==> config.mk <==
export PLATFORM = sky130hd
export DESIGN_NAME = mmr_rng_display
export DESIGN_NICKNAME = d
export VERILOG_FILES = /design/src/rtl/mmr_pkg.sv /design/src/rtl/mmr_strobe_sync.sv /design/src/rtl/mmr_lfsr.sv /design/src/rtl/mmr_disp_reg.sv /design/src/rtl/mmr_rng_display.sv
export SDC_FILE = /design/constraint.sdc
export NUM_CORES = 1
export LEC_CHECK = 0
export CAP_MARGIN = 10
export CORE_ASPECT_RATIO = 0.9
export CORE_MARGIN = 1.5
export CORE_UTILIZATION = 35
export CTS_CLUSTER_SIZE = 25
export DETAILED_ROUTE_END_ITERATION = 10
export GPL_TIMING_DRIVEN = 0
export SYNTH_ARGS = -nofsm -noshare
export SYNTH_HDL_FRONTEND = slang
export SYNTH_SLANG_ARGS = --single-unit
==> constraint.sdc <==
create_clock -name clk -period 2.37 [get_ports clk]
set_clock_uncertainty 0.1 [all_clocks]
set_input_delay 0.474 -clock clk [delete_from_list [all_inputs] [get_ports clk]]
set_output_delay 0.474 -clock clk [all_outputs]
set_load 0.02 [all_outputs]
==> src/rtl/mmr_pkg.sv <==
// Shared types and the window decode for the bus-mapped peripherals.
// Assumes windows are chosen by the top nibble of the high address byte.
package mmr_pkg;

    typedef enum logic [1:0] {
        WIN_NONE = 2'd0,
        WIN_SEED = 2'd1,
        WIN_GEN  = 2'd2,
        WIN_DISP = 2'd3
    } win_e;

    localparam logic [3:0] NIB_SEED = 4'hC;
    localparam logic [3:0] NIB_GEN  = 4'hE;
    localparam logic [3:0] NIB_DISP = 4'hF;

    // Map an address nibble to the peripheral window it selects.
    function automatic win_e decode_win(input logic [3:0] nib);
        case (nib)
            NIB_SEED: decode_win = WIN_SEED;
            NIB_GEN:  decode_win = WIN_GEN;
            NIB_DISP: decode_win = WIN_DISP;
            default:  decode_win = WIN_NONE;
        endcase
    endfunction

endpackage

==> src/rtl/mmr_strobe_sync.sv <==
// Brings an asynchronous active-low strobe into the clock domain.
// Reports the synchronized low level and a one-cycle pulse on its release.
// Assumes the strobe idles high; reset presets the chain to idle.
module mmr_strobe_sync #(
    parameter int STAGES = 2
) (
    input  logic clk,
    input  logic rst_n,
    input  logic strobe_n,
    output logic active,
    output logic rise
);
    logic [STAGES-1:0] chain;
    logic              last_q;

    // Shift the raw strobe through the synchronizer chain.
    always_ff @(posedge clk) begin
        if (!rst_n) chain <= '1;
        else        chain <= {chain[STAGES-2:0], strobe_n};
    end

    // Remember the previous synchronized level for edge detection.
    always_ff @(posedge clk) begin
        if (!rst_n) last_q <= 1'b1;
        else        last_q <= chain[STAGES-1];
    end

    assign active = ~chain[STAGES-1];
    assign rise   = chain[STAGES-1] & ~last_q;
endmodule

==> src/rtl/mmr_lfsr.sv <==
// Loadable Fibonacci shift register that steps left on request.
// The new bit 0 is the XOR of the tap-masked old value; load wins over step.
module mmr_lfsr #(
    parameter int            W    = 8,
    parameter logic [W-1:0]  TAPS = 8'hB8
) (
    input  logic         clk,
    input  logic         rst_n,
    input  logic         load,
    input  logic         step,
    input  logic [W-1:0] seed,
    output logic [W-1:0] q
);
    logic fb;

    // Feedback bit from the tapped positions.
    always_comb fb = ^(q & TAPS);

    // Load a seed or advance one step.
    always_ff @(posedge clk) begin
        if (!rst_n)    q <= '0;
        else if (load) q <= seed;
        else if (step) q <= {q[W-2:0], fb};
    end
endmodule

==> src/rtl/mmr_disp_reg.sv <==
// Write-only output register for the segment lines.
module mmr_disp_reg #(
    parameter int W = 8
) (
    input  logic         clk,
    input  logic         rst_n,
    input  logic         we,
    input  logic [W-1:0] din,
    output logic [W-1:0] q
);
    // Capture the bus byte on a qualified write.
    always_ff @(posedge clk) begin
        if (!rst_n)  q <= '0;
        else if (we) q <= din;
    end
endmodule

==> src/rtl/mmr_rng_display.sv <==
// Top of the bus-mapped random generator and segment register.
// Strobes are synchronized, and address and data are captured while the
// synchronized strobe is low. Each access acts once, on the strobe's release.
// Assumes address and data remain valid STAGES cycles after the strobe rises.
module mmr_rng_display
    import mmr_pkg::*;
#(
    parameter int           DATA_W    = 8,
    parameter int           ADDR_HI_W = 8,
    parameter int           STAGES    = 2,
    parameter logic [7:0]   LFSR_TAPS = 8'hB8
) (
    input  logic                 clk,
    input  logic                 rst_n,
    input  logic [ADDR_HI_W-1:0] addr_hi,
    input  logic [DATA_W-1:0]    bus_din,
    input  logic                 rd_n,
    input  logic                 wr_n,
    output logic [DATA_W-1:0]    seg_out,
    output logic [DATA_W-1:0]    rd_data,
    output logic                 bus_drive
);
    localparam int NSTB = 2;
    localparam int NIB_LO = ADDR_HI_W - 4;

    logic [NSTB-1:0]      stb_n, stb_active, stb_rise;
    logic                 rd_rise, wr_rise, any_active;
    logic [ADDR_HI_W-1:0] cap_addr;
    logic [DATA_W-1:0]    cap_data;
    win_e                 cap_win, live_win;
    logic                 seed_load, gen_step, disp_we;
    logic [DATA_W-1:0]    gen_q;

    assign stb_n = {wr_n, rd_n};

    genvar gi;
    generate
        for (gi = 0; gi < NSTB; gi++) begin : g_sync
            mmr_strobe_sync #(.STAGES(STAGES)) u_sync (
                .clk     (clk),
                .rst_n   (rst_n),
                .strobe_n(stb_n[gi]),
                .active  (stb_active[gi]),
                .rise    (stb_rise[gi])
            );
        end
    endgenerate

    assign rd_rise    = stb_rise[0];
    assign wr_rise    = stb_rise[1];
    assign any_active = |stb_active;

    // Hold address and data sampled during the synchronized strobe.
    always_ff @(posedge clk) begin
        if (!rst_n) begin
            cap_addr <= '0;
            cap_data <= '0;
        end else if (any_active) begin
            cap_addr <= addr_hi;
            cap_data <= bus_din;
        end
    end

    // Decode the captured and the live address into windows.
    always_comb begin
        cap_win  = decode_win(cap_addr[ADDR_HI_W-1:NIB_LO]);
        live_win = decode_win(addr_hi[ADDR_HI_W-1:NIB_LO]);
    end

    // Qualify the strobe releases with their windows.
    always_comb begin
        seed_load = wr_rise && (cap_win == WIN_SEED);
        gen_step  = rd_rise && (cap_win == WIN_GEN);
        disp_we   = wr_rise && (cap_win == WIN_DISP);
    end

    mmr_lfsr #(.W(DATA_W), .TAPS(LFSR_TAPS[DATA_W-1:0])) u_lfsr (
        .clk  (clk),
        .rst_n(rst_n),
        .load (seed_load),
        .step (gen_step),
        .seed (cap_data),
        .q    (gen_q)
    );

    mmr_disp_reg #(.W(DATA_W)) u_disp (
        .clk  (clk),
        .rst_n(rst_n),
        .we   (disp_we),
        .din  (cap_data),
        .q    (seg_out)
    );

    // Drive the bus straight from the raw strobe so the data meets the host.
    always_comb begin
        bus_drive = rst_n && !rd_n && (live_win == WIN_GEN);
        rd_data   = bus_drive ? gen_q : '0;
    end
endmodule

# Word-level counts from Yosys, hierarchy flattened
# Cells that the tools add are included.
# op_classes
n_eq_ne,10
muxes,5
n_bitwise,6
reduce_logical,9
# ops
op,n
$eq A4 B4 Y1 const B,6
$mux W8,3
$pmux W2 S3,2
$reduce_xor A8 Y1,1
$eq A2 B2 Y1 const B,3
$logic_and A1 B1 Y1,5
$not A1 Y1,4
$and A1 B1 Y1,2
$eq A2 B1 Y1 const B,1
$reduce_bool A2 Y1,1
$reduce_or A2 Y1,1
$logic_not A1 Y1,1
# word_totals
register_bits,38
input_bits,20
output_inout_bits,17
elab_cells,38

# Logic depth before layout (Yosys ltp)
# Gate-level depths: netlist of run 1.
# depth
word_depth,6
depth_mapped,6
depth_no_buf,4

# Modules after synthesis
# A second synthesis of run 1 with hierarchy kept.
# unflattened
hier_cells,166
hier_area_um2,1544.0
# by_module_without_submodules
mod,instances,cells_each,area_each_um2,seq_area_each_um2
mmr_rng_display,1,80,635.6,240.2
mmr_lfsr,1,45,414.1,160.2
mmr_disp_reg,1,25,301.5,160.2
mmr_strobe_sync,2,8,96.3,60.1

# Worst setup path before layout of run 1
# No wires, ideal clock.
# synth_path
path_kind,input -> output
start,input addr_hi[4]
end,output rd_data[0]
t_arrival_ns,1.387
t_required_ns,1.796
path_slack_ns,0.409
path_stages,3
n_path_buf,0
cell_sequence,nand4b_1 > nor2_1 > and2_1
# synth_via
elab_chain_cells,5
# synth_rtl
element,line,text
from (decl),mmr_rng_display.sv:15,"input logic [ADDR_HI_W-1:0] addr_hi,"
$eq A4 B4 Y1,mmr_pkg.sv:18,case (nib)
$pmux W2 S3 *,mmr_pkg.sv:18,
$eq A2 B2 Y1 *,mmr_rng_display.sv:96,bus_drive = rst_n && !rd_n && (live_win == WIN_GEN);
$logic_and A1 B1 Y1 *,mmr_rng_display.sv:96,
net bus_drive,mmr_rng_display.sv:21,output logic bus_drive
$mux W8 *,mmr_rng_display.sv:97,rd_data = bus_drive ? gen_q : '0;
to (decl),mmr_rng_display.sv:20,"output logic [DATA_W-1:0] rd_data,"
# The timed path passes the listed nets; every way through them passes the cells marked *.

# Final worst setup path of run 1
# layout_path
start,input addr_hi[4]
end,output bus_drive
# layout_via
elab_chain_cells,4
# layout_rtl
element,line
$eq A4 B4 Y1,mmr_pkg.sv:18
$pmux W2 S3 *,mmr_pkg.sv:18
$eq A2 B2 Y1 *,mmr_rng_display.sv:96
$logic_and A1 B1 Y1 *,mmr_rng_display.sv:96
to (decl),mmr_rng_display.sv:21
# Mark *: on every way between the ends. The rest lies on a longest branch, timed or not.

==> results of run 1 <==
[worst max-delay path, delay by kind of cell]
family | cells | cell delay [ns]
buffers and inverters | 2 | 0.76
and+or+nand+nor | 2 | 0.44
[area by class of cell]
class / instances / area share, %
buffer: 7 / 1.95
clock buffer: 7 / 4.24
multi-input combinational: 105 / 37.3
sequential: 34 / 37.8
tap: 46 / 3.20
timing repair buffer: 32 / 15.4
[logic make-up after synthesis]
logic type,count (synthesis),synth area share (%)
xor gates and xnor gates,3,1.90
and+or+nand+nor,59,22.4
muxes,15,10.9
buffers and inverters,7,2.54
AOI/OAI and AO/OA,28,13.0
DFF,34,49.3
[where the power goes]
group	internal, mW	switching [mW]	total (mW)
registers	0.587	0.0113	0.598
clock network	0.202	0.186	0.387
logic	0.0390	0.0308	0.0698
total	0.827	0.228	1.06
[routing by layer]
metal / vias up / GRT usage, % / routed length, µm
li1: 572 / - / -
met4: 0 / 7.35 / 63
met3: 6 / 5.32 / 131
met5: - / 0 / 0
met2: 27 / 20.3 / 1080
met1: 461 / 19.2 / 1430
[worst max path at each step]
| stage | startpoint | end | slack [ns] | cells past startpoint |
|---|---|---|---|---|
| 5_1_grt | addr_hi[4] | bus_drive | 0.05 | 4 |
| 4_1_cts | addr_hi[4] | rd_data[6] | 0.01 | 5 |
| 2_1_floorplan | addr_hi[4] | rd_data[0] | 0.41 | 3 |
| 6_report | addr_hi[4] | bus_drive | 0.12 | 4 |
| 3_5_place_dp | rst_n | rd_data[6] | -0.62 | 5 |
| 3_3_place_gp | rst_n | rd_data[3] | -0.58 | 5 |
[per-stage QoR]
stage	setup WS, ns	hold slack [ns]
after detailed placement	-0.622	0.297
after CTS	0.0134	0.311
after global routing	0.0494	0.339
after floorplan	0.409	0.286
after global placement	-0.580	0.291
final	0.116	0.308
[registers in the layout, summed over array words and instances (netlist names)]
| signal | flops |
|---|---|
| cap_addr | 4 |
| u_lfsr.q | 8 |
| cap_data | 8 |
| u_disp.q | 8 |
| g_sync.u_sync.last_q | 2 |
| g_sync.u_sync.chain | 4 |
[cells in the final DEF (no fill, tap or decap), drive strengths merged]
| cell type | count |
|---|---|
| a21boi | 12 |
| a21oi | 7 |
| a31oi | 1 |
| and2 | 9 |
| and4bb | 1 |
| buf | 1 |
| clkbuf | 21 |
| clkdlybuf4s50 | 22 |
| dfxtp | 34 |
| dlygate4sd2 | 2 |
| mux2i | 15 |
| nand2 | 28 |
| nand2b | 6 |
| nand3 | 1 |
| nand4b | 2 |
| nor2 | 3 |
| nor2b | 8 |
| o21ai | 7 |
| o32ai | 1 |
| or3 | 1 |
| xnor2 | 2 |
| xor2 | 1 |
==> impl_metrics.env, run 1 <==
export IMPL_status="complete, no violations"
export IMPL_routed_wl_mm=2.71
export IMPL_timing_setup_tns_ns=0
export IMPL_ff_latch_area_um2=681
export IMPL_synth_cells=146
export IMPL_clockBufferDepth=2
export IMPL_maxCapViolations=0
export IMPL_fin_area_um2=1800
export IMPL_dp_cells=224
export IMPL_grt_pass1_wl_mm=4.78
export IMPL_insertion_delay_ns=0.28
export IMPL_synth_edf_count=0
export IMPL_power_density_nw_per_um2=586
export IMPL_fin_crit_sh_pct=95.1
export IMPL_rsz0062_at_grt="false"
export IMPL_fillers=389
export IMPL_start_util_pct=36.7
export IMPL_slowest_stage="clkdlybuf4s50_1"
export IMPL_cts_resized=12
export IMPL_post_cts_buffers=0
export IMPL_synth_area_per_cell_um2=9.45
export IMPL_utilization_pct=47.9
export IMPL_critPathLaunchType="input pin"
export IMPL_ios=37
export IMPL_num_vias=1066
export IMPL_hold_viol=0
export IMPL_yosysTopAreaCell="dfxtp_1"
export IMPL_slew_violations=0
export IMPL_synth_most_common_cell="dfxtp_1"
export IMPL_peakVddDrop_uv=291
export IMPL_worstPathMaxFanout=9
export IMPL_clock_fmax_mhz=444
export IMPL_grt_overflow=0
export IMPL_track_usage_pct=14.4
export IMPL_fin_crit_ns=2.25
export IMPL_leakagePower_nw=0.687
export IMPL_end_kind="output port"
export IMPL_ff2ff_path_depth=4
export IMPL_cts_buffers=5
export IMPL_path_clk_slew_ns=0.06
export IMPL_r2r_end="u_disp.q[6]$_SDFFE_PN0P_"
export IMPL_clock_sinks=34
export IMPL_synth_seq_area_share_pct=49.3
export IMPL_ant_nets=0
export IMPL_postPlaceCellArea_um2=1760
export IMPL_globalplace_congestion=0.738
export IMPL_stdcell_count=231
export IMPL_hp_start="g_sync[0].u_sync.chain[0]$_SDFF_PN1_"
export IMPL_async_reset_ff_share_pct=0
export IMPL_cts_root_buf="clkbuf_8"
export IMPL_chipHeight_um=62.6
export IMPL_hp_class="register to register"
export IMPL_antenna_found_initial=0
export IMPL_io_buffers=32
export IMPL_yosysTopAreaCellShare_pct=49.3
export IMPL_drtIter0Drc=43
export IMPL_ys_flop_type="dfxtp_1"
export IMPL_r2r_start="cap_addr[6]$_SDFFE_PN0P_"
export IMPL_hold_path_depth=1
export IMPL_cp_cell_sequence="clkdlybuf4s50_1, nand4b_1, nor2_4, dlygate4sd2_1"
export IMPL_setup_viol=0
export IMPL_fin_nets=205
export IMPL_drive_gt1_share_pct=10.8
export IMPL_syn_nets=166
export IMPL_grt_max_degree=11
export IMPL_dieWidth_um=69.2
export IMPL_grt_pass1_vias=1025
export IMPL_firstDrtPassIters=4
export IMPL_multi_input_area_um2=672
export IMPL_r2r_slack_ns=0.76
export IMPL_relSlewSlack_pct=59.5
export IMPL_area_delta_synth_final_pct=30.4
export IMPL_p_total_mw=1.06
export IMPL_synth_commonest_cells="dfxtp_1 (34), nand2_1 (28), mux2i_1 (15)"
export IMPL_worst_slew_pin_slew_ns=0.607
export IMPL_wl_per_cell_um=11.7
export IMPL_holdBufCountCts=0
export IMPL_dieArea_um2=4330
export IMPL_antennaDiodeCount=0
export IMPL_ys_top_cells_by_area="dfxtp_1 (49%), mux2i_1 (11%), nand2_1 (7.6%)"
export IMPL_ys_warn_count=0
export IMPL_min_to="g_sync[0].u_sync.chain[1]$_SDFF_PN1_"
export IMPL_max_stage_delay_ns=0.41
export IMPL_drc_errors=0
export IMPL_crit_arrival_ns=1.68
export IMPL_rows=21
export IMPL_via_per_inst=4.61
export IMPL_synth_distinct_cells=24
export IMPL_hpwl_mm=1.97
export IMPL_synth_area_um2=1380
export IMPL_ys_seq_elements=34
export IMPL_design_core_area_um2=3760
export IMPL_cts_tree="done"
export IMPL_crit_required_ns=1.80
export IMPL_worstSetupPathType="input pin to output port"
export IMPL_htreeDepth=2
Power figures use the tool's default switching activity.
==> run 2: changes to the inputs <==
--- a/config.mk
+++ b/config.mk
@@ -6,10 +6,9 @@
 export NUM_CORES = 1
 export LEC_CHECK = 0
 export CAP_MARGIN = 10
-export CORE_ASPECT_RATIO = 0.9
+export CORE_ASPECT_RATIO = 1.2
 export CORE_MARGIN = 1.5
 export CORE_UTILIZATION = 35
-export CTS_CLUSTER_SIZE = 25
 export DETAILED_ROUTE_END_ITERATION = 10
 export GPL_TIMING_DRIVEN = 0
 export SYNTH_ARGS = -nofsm -noshare
==> run 2 against run 1 <==
Compared with the run above: worst hold slack gained 0.0027 ns; largest cell class unchanged; critical path type unchanged; critical path depth increased by 1; largest power group unchanged; global-route usage rose by 0.43 points; utilization grew 3.2 points; critical endpoint is now rd_data[0].
==> impl_metrics.env, run 2 (synthesis gave the netlist of run 1 again) <==
export IMPL_setup_viol=0
export IMPL_utilization_pct=51.1
export IMPL_hold_viol=0
export IMPL_dp_slack_ns=-0.624
export IMPL_power_density_nw_per_um2=589
export IMPL_setup_slack_ns=0.0948
export IMPL_stdcell_count=240
export IMPL_chipHeight_um=71.8
export IMPL_max_stage_delay_ns=0.39
export IMPL_drive_gt1_share_pct=10.6
export IMPL_drc_errors=0
export IMPL_rows=24
export IMPL_cts_tree="done"
export IMPL_path_clk_slew_ns=0.07
export IMPL_design_core_area_um2=3690
export IMPL_critPathLaunchType="input pin"
export IMPL_ant_nets=0
export IMPL_worst_slew_pin_slew_ns=0.581
export IMPL_clock_fmax_mhz=440
export IMPL_ios=37
export IMPL_leakagePower_nw=0.740
export IMPL_r2r_start="cap_addr[6]$_SDFFE_PN0P_"
export IMPL_antenna_found_initial=0
export IMPL_start_util_pct=37.4
export IMPL_r2r_end="u_disp.q[6]$_SDFFE_PN0P_"
export IMPL_slew_violations=0
export IMPL_grt_pass1_wl_mm=4.67
export IMPL_globalplace_congestion=0.721
export IMPL_reg_top3="cap_data (8), u_disp.q (8), u_lfsr.q (8)"
export IMPL_final_cell_mix="dfxtp_1 (34), nand2_1 (28), clkdlybuf4s50_1 (18), mux2i_1 (15), a21boi_0 (12)"
export IMPL_drtIter0Drc=25
export IMPL_peakVddDrop_uv=393
export IMPL_maxCapViolations=0
export IMPL_relSlewSlack_pct=61.2
export IMPL_fillers=372
export IMPL_hp_class="register to register"
export IMPL_dieArea_um2=4330
export IMPL_fin_nets=207
export IMPL_holdBufCountCts=0
export IMPL_cp_cell_sequence="clkdlybuf4s50_1, nand2b_2, nor2_2, and2_1, clkdlybuf4s15_1"
export IMPL_layout_commonest_cell="dfxtp_1"
export IMPL_worstSetupPathType="input pin to output port"
export IMPL_min_to="g_sync[0].u_sync.chain[1]$_SDFF_PN1_"
export IMPL_dp_cells=230
export IMPL_crit_required_ns=1.80
export IMPL_io_buffers=32
export IMPL_num_vias=1078
export IMPL_routed_wl_mm=2.88
export IMPL_insertion_delay_ns=0.29
export IMPL_status="complete, no violations"
export IMPL_p_sw_mw=0.254
export IMPL_p_seq_share_pct=53.8
export IMPL_htreeDepth=2
export IMPL_power_frac_clock_pct=40.0
export IMPL_crit_arrival_ns=1.70
export IMPL_fin_crit_ns=2.28
export IMPL_clock_sinks=34
export IMPL_fin_crit_sh_pct=96.0
export IMPL_grt_overflow=0
export IMPL_r2r_slack_ns=0.80
export IMPL_rsz0062_at_grt="false"
export IMPL_slowest_stage="clkdlybuf4s50_1"
export IMPL_sw_frac_of_total_pct=22.9
export IMPL_antennaDiodeCount=0
export IMPL_hpwl_mm=2.05
export IMPL_end_kind="output port"
export IMPL_combPwrFrac_pct=6.3
export IMPL_cts_root_buf="clkbuf_8"
export IMPL_hp_start="g_sync[0].u_sync.chain[0]$_SDFF_PN1_"
export IMPL_grt_pass1_vias=1060
export IMPL_area_delta_synth_final_pct=36.8
export IMPL_cts_buffers=5
export IMPL_clockBufferDepth=2
export IMPL_track_usage_pct=14.8
export IMPL_via_per_inst=4.49
export IMPL_grt_max_degree=12
export IMPL_p_int_mw=0.858
export IMPL_ff2ff_path_depth=4
export IMPL_dieWidth_um=60.3
export IMPL_wl_per_cell_um=12.0
export IMPL_firstDrtPassIters=4
export IMPL_hold_path_depth=1
export IMPL_worstPathMaxFanout=4
## run 2: changes by cell type in the layout (fill, tap and decap cells not counted), sizes merged
cell,delta
clkinvlp,+1
clkdlybuf4s15,+6
nor2,+1
clkbuf,-8
clkinv,+1
clkdlybuf4s50,-4
dlymetal6s2s,+4
buf,+2
## run 2: layout make-up
| type | instances | area [µm²] | area share (%) |
|---|---|---|---|
| clock inverters | 2 | 12.5 | 0.663 |
| flip-flops and latches | 34 | 681 | 36.1 |
| multi-input cells | 106 | 681 | 36.1 |
| clock buffers | 6 | 82.6 | 4.37 |
| plain buffers | 7 | 35.0 | 1.86 |
| well taps | 52 | 65.1 | 3.45 |
| repair buffers | 33 | 332 | 17.6 |
## run 2: power by group through the flow
stage | sequential (mW) | combinational (mW) | clock (mW)
after floorplan | 0.607 | 0.0342 | 0
after global placement | 0.610 | 0.0700 | 0
after detailed placement | 0.611 | 0.0705 | 0
after CTS | 0.598 | 0.0709 | 0.459
after global routing | 0.600 | 0.0788 | 0.482
final | 0.598 | 0.0700 | 0.444
## run 2: metal layers
layer	vias to the layer above	track usage [%]	wire [µm]	share of wire [%]
met2	25	23.2	1400	49
met4	0	7.41	62	2.2
li1	574	-	-	-
met1	473	17.2	1250	43
met5	-	0	0	0
met3	6	6.14	165	5.7
## run 2: how the worst max path moves through the flow
stage                     startpoint  cells after the start  slack [ns]         end
after global routing            rd_n                      5       0.006  rd_data[2]
after detailed placement       rst_n                      5       -0.62  rd_data[5]
after global placement         rst_n                      5       -0.59  rd_data[6]
final                           rd_n                      5        0.09  rd_data[0]
after floorplan           addr_hi[4]                      3        0.41  rd_data[0]
after CTS                 addr_hi[4]                      5      0.0008  rd_data[1]
## run 2: worst max-delay path, delay by kind of cell
kind,cells,cell delay (ns)
AND/OR/NAND/NOR,3,0.55
buffers and inverters,2,0.68
## run 2: stage by stage
stage | hold WS [ns] | area (µm²) | power, mW | setup TNS (ns)
2_1_floorplan | 0.286 | 1380 | 0.641 | 0
3_3_place_gp | 0.291 | 1770 | 0.680 | -5.16
3_5_place_dp | 0.301 | 1770 | 0.682 | -5.42
4_1_cts | 0.318 | 1860 | 1.13 | 0
5_1_grt | 0.343 | 1890 | 1.16 | 0
6_report | 0.311 | 1890 | 1.11 | 0
## run 2: what timing repair did
action / 4_1_cts / 5_1_grt
gates cloned: 0 / 1
resized for setup: 19 / 11
endpoints found under the setup margin: 9 / 8
pin swaps: 0 / 1
buffers inserted: 0 / 1
